$ cat src/rtl/pario_pkg.sv
package pario_pkg;

    // register offsets inside the decoded window
    localparam int unsigned REG_COUNT     = 3;
    localparam int unsigned OFF_DIN       = 0;
    localparam int unsigned OFF_DOUT      = 1;
    localparam int unsigned OFF_STAT      = 2;

    // status register bit positions
    localparam int unsigned STAT_SIN_BIT  = 0;
    localparam int unsigned STAT_SOUT_BIT = 1;

    typedef enum logic [1:0] {
        SEL_NONE,
        SEL_DIN,
        SEL_DOUT,
        SEL_STAT
    } reg_sel_e;

    typedef enum logic {
        IN_EMPTY,
        IN_FULL
    } in_state_e;

    typedef enum logic [1:0] {
        OUT_READY,
        OUT_LOAD,
        OUT_WAIT_ACK,
        OUT_BUSY
    } out_state_e;

endpackage

$ cat src/rtl/pario_addr_dec.sv
module pario_addr_dec
    import pario_pkg::*;
#(
    parameter int unsigned        ADDR_W    = 8,
    parameter logic [ADDR_W-1:0]  BASE_ADDR = 8'h40
) (
    input  logic [ADDR_W-1:0] addr_i,
    output reg_sel_e          sel_o
);

    logic [ADDR_W-1:0] offset;

    assign offset = addr_i - BASE_ADDR;

    always_comb begin
        sel_o = SEL_NONE;
        if (offset == ADDR_W'(OFF_DIN)) begin
            sel_o = SEL_DIN;
        end else if (offset == ADDR_W'(OFF_DOUT)) begin
            sel_o = SEL_DOUT;
        end else if (offset == ADDR_W'(OFF_STAT)) begin
            sel_o = SEL_STAT;
        end
    end

endmodule

$ cat src/rtl/pario_in_chan.sv
module pario_in_chan
    import pario_pkg::*;
#(
    parameter int unsigned DATA_W      = 8,
    parameter int unsigned SYNC_STAGES = 2
) (
    input  logic              clk,
    input  logic              rst_n,
    input  logic              dev_valid_i,
    input  logic [DATA_W-1:0] dev_code_i,
    input  logic              rd_take_i,
    output logic [DATA_W-1:0] data_o,
    output logic              full_o,
    output logic              rise_o
);

    localparam int unsigned LAST = SYNC_STAGES - 1;

    logic [SYNC_STAGES-1:0] sync_q;
    logic                   prev_q;
    logic                   rise;
    logic [DATA_W-1:0]      data_q;
    in_state_e              state_q;
    in_state_e              state_d;

    // synchronizer chain for the asynchronous Valid level
    generate
        for (genvar i = 0; i < SYNC_STAGES; i++) begin : g_sync
            if (i == 0) begin : g_first
                always_ff @(posedge clk or negedge rst_n) begin
                    if (!rst_n) sync_q[i] <= 1'b0;
                    else        sync_q[i] <= dev_valid_i;
                end
            end else begin : g_next
                always_ff @(posedge clk or negedge rst_n) begin
                    if (!rst_n) sync_q[i] <= 1'b0;
                    else        sync_q[i] <= sync_q[i-1];
                end
            end
        end
    endgenerate

    always_ff @(posedge clk or negedge rst_n) begin
        if (!rst_n) prev_q <= 1'b0;
        else        prev_q <= sync_q[LAST];
    end

    assign rise = sync_q[LAST] & ~prev_q;

    // data register: loads only on a detected rising edge
    always_ff @(posedge clk or negedge rst_n) begin
        if (!rst_n)    data_q <= '0;
        else if (rise) data_q <= dev_code_i;
    end

    // state register
    always_ff @(posedge clk or negedge rst_n) begin
        if (!rst_n) state_q <= IN_EMPTY;
        else        state_q <= state_d;
    end

    // next state: a new edge wins over a clearing read
    always_comb begin
        state_d = state_q;
        unique case (state_q)
            IN_EMPTY: if (rise)                   state_d = IN_FULL;
            IN_FULL:  if (!rise && rd_take_i)     state_d = IN_EMPTY;
            default:                              state_d = IN_EMPTY;
        endcase
    end

    // outputs
    always_comb begin
        full_o = (state_q == IN_FULL);
        data_o = data_q;
        rise_o = rise;
    end

endmodule

$ cat src/rtl/pario_out_chan.sv
module pario_out_chan
    import pario_pkg::*;
#(
    parameter int unsigned DATA_W = 8
) (
    input  logic              clk,
    input  logic              rst_n,
    input  logic              wr_load_i,
    input  logic [DATA_W-1:0] wdata_i,
    input  logic              dev_idle_i,
    output logic [DATA_W-1:0] char_o,
    output logic              stb_o,
    output logic              room_o
);

    logic [DATA_W-1:0] char_q;
    out_state_e        state_q;
    out_state_e        state_d;

    always_ff @(posedge clk or negedge rst_n) begin
        if (!rst_n)         char_q <= '0;
        else if (wr_load_i) char_q <= wdata_i;
    end

    // state register; reset state mirrors the device level
    always_ff @(posedge clk or negedge rst_n) begin
        if (!rst_n) state_q <= OUT_BUSY;
        else        state_q <= state_d;
    end

    always_comb begin
        state_d = state_q;
        if (wr_load_i) begin
            state_d = OUT_LOAD;
        end else begin
            unique case (state_q)
                OUT_READY:    if (!dev_idle_i) state_d = OUT_BUSY;
                OUT_LOAD:                      state_d = OUT_WAIT_ACK;
                OUT_WAIT_ACK: if (!dev_idle_i) state_d = OUT_BUSY;
                OUT_BUSY:     if (dev_idle_i)  state_d = OUT_READY;
                default:                       state_d = OUT_BUSY;
            endcase
        end
    end

    always_comb begin
        char_o = char_q;
        stb_o  = (state_q == OUT_LOAD);
        room_o = (state_q == OUT_READY) || ((state_q == OUT_BUSY) && dev_idle_i);
    end

endmodule

$ cat src/rtl/pario_flag_port.sv
module pario_flag_port
    import pario_pkg::*;
#(
    parameter int unsigned        ADDR_W    = 8,
    parameter int unsigned        DATA_W    = 8,
    parameter logic [ADDR_W-1:0]  BASE_ADDR = 8'h40
) (
    input  logic              clk,
    input  logic              rst_n,
    input  logic [ADDR_W-1:0] bus_addr,
    input  logic              bus_rd,
    input  logic              bus_wr,
    input  logic [DATA_W-1:0] bus_wdata,
    output logic [DATA_W-1:0] bus_rdata,
    output logic              bus_sel,
    input  logic              kbd_valid,
    input  logic [DATA_W-1:0] kbd_code,
    input  logic              prn_idle,
    output logic [DATA_W-1:0] prn_char,
    output logic              prn_stb
);

    reg_sel_e          reg_sel;
    logic              rd_take;
    logic              wr_load;
    logic [DATA_W-1:0] din_data;
    logic              sin_flag;
    logic              sout_flag;
    logic              in_rise;
    logic [DATA_W-1:0] status_word;

    pario_addr_dec #(
        .ADDR_W    (ADDR_W),
        .BASE_ADDR (BASE_ADDR)
    ) dec_i (
        .addr_i (bus_addr),
        .sel_o  (reg_sel)
    );

    assign rd_take = bus_rd && (reg_sel == SEL_DIN);
    assign wr_load = bus_wr && (reg_sel == SEL_DOUT);

    pario_in_chan #(
        .DATA_W      (DATA_W),
        .SYNC_STAGES (2)
    ) in_i (
        .clk         (clk),
        .rst_n       (rst_n),
        .dev_valid_i (kbd_valid),
        .dev_code_i  (kbd_code),
        .rd_take_i   (rd_take),
        .data_o      (din_data),
        .full_o      (sin_flag),
        .rise_o      (in_rise)
    );

    pario_out_chan #(
        .DATA_W (DATA_W)
    ) out_i (
        .clk        (clk),
        .rst_n      (rst_n),
        .wr_load_i  (wr_load),
        .wdata_i    (bus_wdata),
        .dev_idle_i (prn_idle),
        .char_o     (prn_char),
        .stb_o      (prn_stb),
        .room_o     (sout_flag)
    );

    always_comb begin
        status_word                = '0;
        status_word[STAT_SIN_BIT]  = sin_flag;
        status_word[STAT_SOUT_BIT] = sout_flag;
    end

    // read data mux
    always_comb begin
        bus_rdata = '0;
        if (bus_rd) begin
            unique case (reg_sel)
                SEL_DIN:  bus_rdata = din_data;
                SEL_STAT: bus_rdata = status_word;
                SEL_DOUT: bus_rdata = '0;
                SEL_NONE: bus_rdata = '0;
                default:  bus_rdata = '0;
            endcase
        end
    end

    assign bus_sel = (reg_sel != SEL_NONE) && (bus_rd || bus_wr);

endmodule

$ cat config.mk
export PLATFORM = sky130hd
export DESIGN_NAME = pario_flag_port
export DESIGN_NICKNAME = d
export VERILOG_FILES = /design/src/rtl/pario_pkg.sv /design/src/rtl/pario_addr_dec.sv /design/src/rtl/pario_in_chan.sv /design/src/rtl/pario_out_chan.sv /design/src/rtl/pario_flag_port.sv
export SDC_FILE = /design/constraint.sdc
export NUM_CORES = 1
export LEC_CHECK = 0
export BUFFER_PORTS_ARGS = -buffer_cell sky130_fd_sc_hd__buf_2
export CAP_MARGIN = 10
export CELL_PAD_IN_SITES_DETAIL_PLACEMENT = 2
export CELL_PAD_IN_SITES_GLOBAL_PLACEMENT = 2
export CORE_ASPECT_RATIO = 0.5
export CORE_UTILIZATION = 31
export CTS_CLUSTER_DIAMETER = 150
export CTS_CLUSTER_SIZE = 30
export DETAILED_ROUTE_END_ITERATION = 10
export HOLD_SLACK_MARGIN = 0.03
export PLACE_DENSITY_LB_ADDON = 0.1
export SLEW_MARGIN = 40
export SYNTH_ARGS = -nofsm -noshare
export SYNTH_HDL_FRONTEND = slang
export SYNTH_HIERARCHICAL = 1
export SYNTH_SLANG_ARGS = --single-unit
$ cat constraint.sdc
create_clock -name clk -period 4.01 [get_ports clk]
set_input_delay 0.401 -clock clk [delete_from_list [all_inputs] [get_ports clk]]
set_output_delay 0.401 -clock clk [all_outputs]
set_load 0.05 [all_outputs]
==> results of run 1 <==
[worst min-delay path by stage]
stage	startpoint	end	slack (ns)
after floorplan	rst_n	in_i/data_o[0]	0.11
after CTS	rst_n	in_i/prev_q	0.11
after global placement	in_i/sync_q[0]	in_i/sync_q[1]	0.34
after detailed placement	in_i/sync_q[0]	in_i/sync_q[1]	0.34
final	rst_n	in_i/data_o[5]	0.1
after global routing	rst_n	out_i/char_o[0]	0.12
[metal layers]
layer  wire length [µm]  GRT usage  share of wire
met1                956      0.146           0.41
met2               1160      0.275           0.50
met3                195     0.0447          0.084
met4                  0     0.0102              0
met5                  0          0              0
[kinds of logic (layout without fill, tap and decap cells)]
logic type      Yosys count  in the layout
mux                      18             18
flops                    22             22
buf+inv                   4             53
xor+xnor                  2              2
compound gates            5              5
simple gates             19             19
[sequential cells by signal (all words and copies together), names as in the netlist]
signal	count
in_i/full_o	1
out_i/state_q	2
out_i/char_o	8
in_i/sync_q	2
in_i/prev_q	1
in_i/data_o	8
[worst reg2reg max path: stages (launching register included)]
cell	delay [ns]
dfrtp_1	0.40
nor2b_4	0.33
mux2_4	0.34
[power by group through the flow]
stage / Sequential (µW) / Combinational [µW] / Clock (µW)
floorplan: 288 / 48.3 / 0
global placement: 264 / 102 / 0
global route: 265 / 111 / 220
finish: 262 / 105 / 204
detailed placement: 266 / 107 / 0
CTS: 263 / 107 / 211
[through the flow]
step / setup slack, ns / cells / hold slack, ns / util
2_1_floorplan: 1.58 / 70 / 0.105 / -
4_1_cts: 1.45 / 159 / 0.109 / 0.442
6_report: 1.47 / 159 / 0.0953 / 0.442
3_3_place_gp: 1.53 / 155 / 0.337 / 0.419
5_1_grt: 1.40 / 159 / 0.121 / 0.442
3_5_place_dp: 1.47 / 155 / 0.343 / 0.419
[cells in the final DEF (no fill, tap or decap)]
cell and n:
buf_2 47, dfrtp_1 20, mux2_4 16, and2_4 6
nor2_1 3, clkbuf_8 3, nand2_1 2, mux2i_1 2
nor3_2 2, xnor2_1 2, dfstp_2 2, and3b_1 1
o22a_2 1, bufinv_16 1, or4_4 1, nand2b_1 1
nor2b_4 1, inv_1 1, a21o_2 1, nand3_1 1
o21ai_0 1, nor2b_1 1, o21bai_1 1, a21oi_1 1
buf_4 1
[cell type report]
class                   instances  area (µm²)
multi-input cells              44         457
well taps                      40        50.0
repair buffers                 48         243
flip-flops and latches         22         553
fillers                       335        1740
clock inverters                 1        30.0
clock buffers                   3        41.3
inverters                       1        3.75
==> summary.md, run 1 <==
| Metric | Value |
|---|---|
| Largest net degree at the start of global routing | `23` |
| Clock Skew | `roughly 0.0047 ns` |
| Detailed placer's ending HPWL | `1880 µm` |
| DP Area | `0.00131 mm²` |
| Worst path arrival time | `2.14 ns` |
| Sequential power share | `0.459` |
| # rows | `14` |
| Top-count cell post-synth | `dfrtp_1` |
| Num CTS Buffers | `3` |
| Comb pwr share | `0.184` |
| Largest family of logic cells by synthesized area | `multiplexers` |
| Maxcap violations | `0` |
| Clock tree sinks | `22` |
| Worst-Margin Slew | `a little under 0.5 ns` |
| Max VDD drop | `187 µV` |
| Final period util | `0.633` |
| Crit path required time | `~3.6 ns` |
| Synth top area cells | `dfrtp_1 (47%), mux2_4 (23%), dfstp_2 (5.0%)` |
| Worst Setup SP | `bus_addr[5]` |
| Critical Path End | `bus_rdata[2]` |
| Syn Nets | `100` |
| Via density | `~4.5` |
| Flops & latches, synth | `22` |
| Total track usage | `0.136` |
| TNS Setup | `0 ns` |
| CP cell instances | `buf_2 -> or4_4 -> nor3_2 -> and3b_1 -> and2_4 -> buf_2` |
| Crit. path cell count | `6` |
| Total grt overflow | `0` |
| Post-synth EDFFs | `0` |
| Pre-antenna DRT Iters | `6` |
| XOR/XNOR share of the synthesized area | `0.0166` |
| Die Span X | `roughly 85 µm` |
| Core outline area | `between 0.003 and 0.004 mm²` |
| Area share of fa/ha/maj cells after synthesis | `0` |
| Final hold violations | `0` |
| # IOs | `48` |
| Main flop type after synthesis | `dfrtp_1` |
| CTS tree | `done` |
| Post-Synth Simple-Gate Area | `0.135` |
| HP Class | `input port to async pin` |
| Internal Pwr Total | `429 µW` |
| Die Height | `43.3 µm` |
| Crit Path Max Fanout | `7` |
| Max-slew headroom | `0.674` |
| H-Tree Depth | `1` |
| CP Buf/Inv Count | `2` |
| Yosys cell types | `23` |
| Flop2flop setup slack | `2.82 ns` |
| Total Wirelength | `2310 µm` |
| First-pass GRT wire length | `approximately 3800 µm` |
| Final instance area | `0.00138 mm²` |
| Clk network pwr share | `0.357` |
| Antenna Nets Post-Route | `0` |
| Most instantiated cells after synthesis | `dfrtp_1 (20), mux2_4 (16), and2_4 (6)` |
| Crit path largest cell delay | `0.54 ns` |
| Vias | `720` |
| FF-to-FF End | `in_i/data_o[5]` |
| Sw Ratio | `0.248` |
| FF-to-FF path depth | `2` |
| Failing checks | `design-rule violations` |
| Initial antenna violation count | `0` |
| Worst setup SP type | `input port` |
| Clock Tree Buf Depth | `2` |
| Syn. warnings | `6` |
| Slew Viols, Final | `0` |
| CP top delay family | `simple AND/OR/NAND/NOR gates` |
| Vias in the first global route | `837` |
| Fmax | `just under 0.4 GHz` |
| Outcome | `complete, but fails checks` |
| WL/cell | `14.5 µm` |
| Post-synthesis async set-or-reset flop share | `1.00` |
| Layout cell share with drive strength beyond 1 | `0.689` |
| Minimum clock period after layout | `2.54 ns` |
| Synth Instances | `70` |
| Power density over the cells | `414 mW/mm²` |
| Mux share of post-synthesis cell area | `0.246` |
| Cell Area, Synth | `0.00106 mm²` |
| Pleak | `0.000708 µW` |
| Total power | `570 µW` |
| RSZ-0062 raised after global routing | `false` |
| Gpl congestion | `0.701` |
| IO Port Bufs | `47` |
| Clock-pin slew on the worst setup and hold paths | `0.08 ns` |
| Area leader, netlist | `dfrtp_1` |
| Setup-failing EPs final | `0` |
| Sequential-to-total area share from yosys stat | `0.524` |
| Critical path type | `input port to primary output` |
| Switching pwr | `142 µW` |
| Starting density of the core | `0.339` |
| Reg-to-Reg Start | `in_i/prev_q` |
| Iteration-0 DRC Markers | `16` |
| Post-cts gate resize count | `0` |
| Hold Buf Count CTS | `0` |
| Area Growth Syn to Fin | `30.5%` |
| Fin nets | `150` |
| Slowest CP cell | `or4_4` |
| Worst-Skew Late Latency | `between 0.2 and 0.3 ns` |
| Number of post-CTS setup repair buffers | `0` |
| Syn avg cell area | `15.1 µm²` |
| Top cell by count, worst path | `buf_2` |
| Root Buffer | `clkbuf_8` |
| Critical path capture point type | `primary output` |
| Synth top area share | `0.474` |
| Post-route DRC | `6` |
| Diode count | `0` |
| Compound-Gate Fraction of Synth Area | `0.0344` |
| Die Area | `0.00366 mm²` |
(Power assumes the default switching activity.)
==> run 2, diff against run 1 <==
- ABC_AREA: not set -> 1
- CORE_UTILIZATION: 31 -> 24
- clock period: 4.01 -> 2.53 ns (I/O delays scaled with it)
==> run 2 against run 1 <==
Net effect:
- the run now ends clean
- worst hold slack about the same
- non-clock buffer count unchanged
- via count increased by 31%
- core utilization decreased by 9.8 points
- clock-buffer cell count increased by 1
- first-iteration DRC count increased by 38%
- synthesized cell count increased by 74%
- combinational power increased by 38%
- setup slack got worse by 0.83 ns
- synthesized area decreased by 3.1%
- critical path depth increased by 1
- register-to-register slack got worse by 1.3 ns
- highest routed layer is now met4
==> summary.md, run 2 <==
| Metric | Value |
|---|---|
| Clock-pin slew on the worst setup and hold paths | `0.08 ns` |
| Largest net degree at the start of global routing | `23` |
| Die Area | `0.00455 mm²` |
| Cell Area, Synth | `0.00102 mm²` |
| DP Area | `~0.0013 mm²` |
| Via density | `between 4 and 5` |
| Internal Pwr Total | `~570 µW` |
| Layout cell share with drive strength beyond 1 | `0.360` |
| First-pass GRT wire length | `4210 µm` |
| WL/cell | `11.5 µm` |
| CP top delay family | `simple AND/OR/NAND/NOR gates` |
| Syn. warnings | `6` |
| Crit path required time | `2.28 ns` |
| Die Span X | `94.4 µm` |
| Iteration-0 DRC Markers | `22` |
| Starting density of the core | `0.257` |
| Most common cell after layout, fill and taps aside | `buf_2` |
| Max-slew headroom | `0.618` |
| Crit. path cell count | `7` |
| Critical path capture point type | `primary output` |
| Syn Nets | `152` |
| Worst slack at placement | `a little under 0.5 ns` |
| Detailed placer's ending HPWL | `around 2000 µm` |
| RSZ-0062 raised after global routing | `false` |
| Minimum clock period after layout | `1.89 ns` |
| Post-route DRC | `0` |
| Fmax | `0.530 GHz` |
| Worst-Skew Late Latency | `about 0.26 ns` |
| Die Height | `48.2 µm` |
| Max VDD drop | `199 µV` |
| Final std cells w/o fill | `~230` |
| Power density over the cells | `approximately 590 mW/mm²` |
| Commonest non-fill, non-tap cells in the layout | `buf_2 (47), nand2_1 (43), dfrtp_1 (20)` |
| Total track usage | `0.126` |
| Final instance area | `between 0.001 and 0.0015 mm²` |
| Total Wirelength | `2610 µm` |
| Top cell by count, worst path | `nor2_1` |
| Placed Instances | `221` |
| Vias in the first global route | `928` |
| Area Growth Syn to Fin | `34.0%` |
| HP Class | `input port to flop` |
| Slowest CP cell | `nor2_1` |
| Antenna Nets Post-Route | `0` |
| Root Buffer | `clkbuf_8` |
| Maxcap violations | `0` |
| CP Buf/Inv Count | `2` |
| Worst Setup SP | `bus_addr[5]` |
| Total power | `just over 800 µW` |
| # IOs | `48` |
| Outcome | `finished, final reports clean` |
| Clock Tree Buf Depth | `2` |
| Vias | `~950` |
| Hold-critical path depth | `1` |
| Slew Viols, Final | `0` |
| Flop2flop setup slack | `1.54 ns` |
| Syn avg cell area | `around 8.4 µm²` |
| Setup ws final | `0.642 ns` |
| Num CTS Buffers | `3` |
| Post-cts gate resize count | `0` |
| TNS Setup | `0 ns` |
| Core outline area | `0.00398 mm²` |
| Final period util | `0.746` |
| IO Port Bufs | `47` |
| Total grt overflow | `0` |
| Pre-antenna DRT Iters | `2` |
| Sequential power share | `0.507` |
| Clk network pwr share | `0.313` |
| Crit path largest cell delay | `0.46 ns` |
| Reg-to-Reg Start | `in_i/sync_q[1]` |
| Worst path arrival time | `between 1.5 and 2 ns` |
| Switching pwr | `~230 µW` |
| CTS tree | `done` |
| Gpl congestion | `0.669` |
| Synth Instances | `roughly 120` |
| CP cell instances | `buf_2 -> nor2_1 -> nand3_1 -> nor2_1 -> nand3_4 -> nor2_1 -> buf_2` |
| Crit Path Max Fanout | `7` |
| Sw Ratio | `0.290` |
| Worst setup SP type | `input port` |
| Fin nets | `203` |
| Setup-failing EPs final | `0` |
| FF-to-FF path depth | `3` |
| Fillcell total | `~490` |
| Critical path type | `input port to primary output` |
| Worst-Margin Slew | `0.571 ns` |
| Clock tree sinks | `22` |
| Pleak | `0.000805 µW` |
| # rows | `16` |
| Comb pwr share | `0.180` |
| Diode count | `0` |
| H-Tree Depth | `1` |
| Final hold violations | `0` |
| Clock Skew | `0.000635 ns` |
| FF-to-FF End | `in_i/data_o[1]` |
| Critical Path End | `bus_rdata[7]` |
| Initial antenna violation count | `0` |
run 2: area by class of cell:
class,count,area [µm²],area share
multi-input combinational,83,384,0.280
sequential,22,553,0.403
inverter,15,66.3,0.0484
tap,54,67.6,0.0493
timing repair buffer,48,245,0.179
clock buffer,4,55.1,0.0401
run 2: repair_timing:
| item | CTS | global route |
|---|---|---|
| setup endpoints to repair | 0 | 0 |
| endpoints found under the hold margin | 20 | 0 |
| setup buffers | 0 | 0 |
| hold buffers | 1 | 0 |
run 2: stage by stage:
| stage | utilization | hold slack (ns) |
|---|---|---|
| after floorplan | - | -0.0426 |
| after global placement | 0.327 | 0.253 |
| after detailed placement | 0.327 | 0.256 |
| after CTS | 0.344 | 0.0886 |
| after global routing | 0.344 | 0.0810 |
| final | 0.344 | 0.0954 |
run 2: power groups by stage:
| stage | registers, µW | logic [µW] | clock network [µW] |
|---|---|---|---|
| 2_1_floorplan | 450 | 53.9 | 0 |
| 3_3_place_gp | 415 | 143 | 0 |
| 3_5_place_dp | 417 | 147 | 0 |
| 4_1_cts | 410 | 149 | 263 |
| 5_1_grt | 414 | 162 | 279 |
| 6_report | 409 | 145 | 253 |
run 2: how the worst min path moves through the flow:
| stage | startpoint | to | slack [ns] |
|---|---|---|---|
| after floorplan | rst_n | in_i/data_o[0] | -0.04 |
| after global placement | rst_n | in_i/data_o[4] | 0.25 |
| after detailed placement | rst_n | in_i/data_o[4] | 0.26 |
| after CTS | kbd_valid | in_i/sync_q[0] | 0.09 |
| after global routing | kbd_valid | in_i/sync_q[0] | 0.08 |
| final | kbd_valid | in_i/sync_q[0] | 0.1 |
run 2: per-layer routing:
metal  global-route usage  share of wire  vias to the layer above
met1                0.148           0.45                      444
met3               0.0452          0.058                        2
met2                0.232           0.48                       24
li1                     -              -                      475
met4               0.0277         0.0054                        0
met5                    0              0                        -
==> run 3, diff against run 2 <==
- ABC_AREA: 1 -> 0
- CORE_UTILIZATION: 24 -> 29
- clock period: 2.53 -> 1.9 ns (I/O delays scaled with it)
==> run 3 against run 2 <==
Net effect:
- global-route usage is 0.71 points higher
- largest power group unchanged
- sequential share of layout area shrank 2.8 points
- via count is 21% lower
- highest routed layer is now met3
- die area decreased by 14%
- sequential power increased by 35%
- power rose by 33%
- combinational power up 59%
==> summary.md, run 3 (same netlist as run 1, synthesis figures left out) <==
| Metric | Value |
|---|---|
| Maxcap violations | `0` |
| Diode count | `0` |
| Starting density of the core | `0.306` |
| Total grt overflow | `0` |
| Vias in the first global route | `a little under 900` |
| Fmax | `0.542 GHz` |
| RSZ-0062 raised after global routing | `true` |
| Critical path capture point type | `primary output` |
| Final instance area | `0.00148 mm²` |
| Crit Path Max Fanout | `7` |
| Flop2flop setup slack | `0.72 ns` |
| Worst-Skew Late Latency | `0.26 ns` |
| CTS tree | `done` |
| Gpl congestion | `around 0.63` |
| Worst slack at placement | `-0.143 ns` |
| Crit path required time | `approximately 1.7 ns` |
| Antenna Nets Post-Route | `0` |
| Power density over the cells | `729 mW/mm²` |
| Clock-pin slew on the worst setup and hold paths | `0.08 ns` |
| Slowest CP cell | `or4_4` |
| DP Area | `between 0.001 and 0.0015 mm²` |
| Clock Skew | `0.00291 ns` |
| Worst setup SP type | `input port` |
| Reg-to-Reg Start | `in_i/prev_q` |
| Initial antenna violation count | `0` |
| Critical path type | `input port to primary output` |
| HP Class | `input port to flop` |
| Max-slew headroom | `0.666` |
| Crit path largest cell delay | `0.56 ns` |
| Worst path arrival time | `about 1.7 ns` |
| FF-to-FF path depth | `2` |
| Minimum clock period after layout | `1.84 ns` |
| Via density | `4.26` |
| Max VDD drop | `around 370 µV` |
| Final hold violations | `0` |
| Slew Viols, Final | `0` |
| H-Tree Depth | `1` |
| Total Wirelength | `2500 µm` |
| Hold-critical path depth | `2` |
| Layout cell share with drive strength beyond 1 | `0.712` |
| IO Port Bufs | `47` |
| First-pass GRT wire length | `3840 µm` |
| Hold Path Origin | `prn_idle` |
| Worst Hold End | `out_i/state_q[1]` |
| Outcome | `finished, final reports clean` |
| Fin nets | `156` |
| Die Span X | `87.3 µm` |
| # rows | `15` |
| Clock tree sinks | `22` |
| Multi-input gate area | `479 µm²` |
| # IOs | `48` |
| Fillcell total | `372` |
| Commonest non-fill, non-tap cells in the layout | `buf_2 (41), dfrtp_1 (20), mux2_4 (16)` |
| Detailed placer's ending HPWL | `1970 µm` |
| WL/cell | `14.2 µm` |
| Area Growth Syn to Fin | `39.7%` |
| Setup ws final | `0.0559 ns` |
| Pre-antenna DRT Iters | `2` |
| Clock Tree Buf Depth | `2` |
| Worst-Margin Slew | `0.501 ns` |
| Hold Worst Slack | `0.0885 ns` |
| Largest net degree at the start of global routing | `23` |
| Most common cell after layout, fill and taps aside | `buf_2` |
| Seq. cell area | `553 µm²` |
| Iteration-0 DRC Markers | `20` |
| CP cell instances | `buf_2 -> or4_4 -> nor3_4 -> and3b_2 -> and2_4 -> buf_6` |
| Root Buffer | `clkbuf_8` |
| Post-route DRC | `0` |
| Vias | `750` |
| FF-to-FF End | `in_i/data_o[7]` |
| Die Area | `a little under 0.004 mm²` |
| Num CTS Buffers | `3` |
| Core outline area | `0.00345 mm²` |
| Final period util | `0.971` |
| Die Height | `44.7 µm` |
| Setup-failing EPs final | `0` |
| Pleak | `0.000740 µW` |
| Total track usage | `0.133` |
| Total power | `about 1100 µW` |
run 3: changes by cell type in the layout (fill, tap and decap cells not counted), sizes merged, moves of 4 or more:
cell   before  now
nor2       18    3
nand3      11    1
mux2        0   16
nand4       4    0
nand2      47    2
inv        15    1
and2        0    6
buf        47   52
run 3: power by group:
part / switching [µW] / leakage (µW) / total (µW) / internal (µW)
Combinational: 123 / 0.000450 / 231 / 108
Clock: 141 / 0.0000228 / 291 / 149
Sequential: 33.2 / 0.000268 / 554 / 521
run 3: worst max-delay path by stage:
| stage | startpoint | endpoint | slack (ns) |
|---|---|---|---|
| 4_1_cts | bus_addr[5] | bus_rdata[3] | 0.02 |
| 3_5_place_dp | bus_addr[5] | out_i/char_o[6] | -0.14 |
| 3_3_place_gp | bus_addr[5] | out_i/char_o[7] | -0.12 |
| 5_1_grt | bus_addr[5] | bus_rdata[1] | -0.0008 |
| 6_report | bus_addr[5] | bus_rdata[3] | 0.06 |
| 2_1_floorplan | bus_addr[5] | out_i/char_o[0] | 0.07 |
run 3: metrics by stage:
step	utilization	setup TNS [ns]	cells
after floorplan	-	0	70
after global placement	0.390	-1.56	169
after detailed placement	0.390	-1.66	169
after CTS	0.415	0	175
after global routing	0.427	-0.000776	176
final	0.427	0	176
run 3: timing repair:
| item | in CTS | in global routing |
|---|---|---|
| endpoints found under the hold margin | 20 | 1 |
| setup endpoints to repair | 8 | 8 |
| pin swaps | 1 | 2 |
| hold buffers | 1 | 1 |
| resized for setup | 8 | 8 |
| setup buffers | 1 | 0 |
run 3: cell type report:
| class | count | share of cell area |
|---|---|---|
| sequential | 22 | 0.375 |
| tap | 51 | 0.0433 |
| timing repair buffer | 54 | 0.224 |
| multi-input combinational | 44 | 0.325 |
| inverter | 1 | 0.00254 |
| clock buffer | 4 | 0.0305 |
run 3: worst max-delay path, delay by kind of cell:
| kind | cells | cell delay (ns) |
|---|---|---|
| AND/OR/NAND/NOR | 4 | 1.21 |
| buffers and inverters | 2 | 0.25 |
run 3: per-layer routing:
layer / share of wire / global-route usage / vias to the layer above / wire length [µm]
li1: - / - / 345 / -
met1: 0.39 / 0.144 / 372 / 978
met2: 0.53 / 0.261 / 33 / 1330
met3: 0.076 / 0.0466 / 0 / 189
met4: 0 / 0.0197 / 0 / 0
met5: 0 / 0 / - / 0
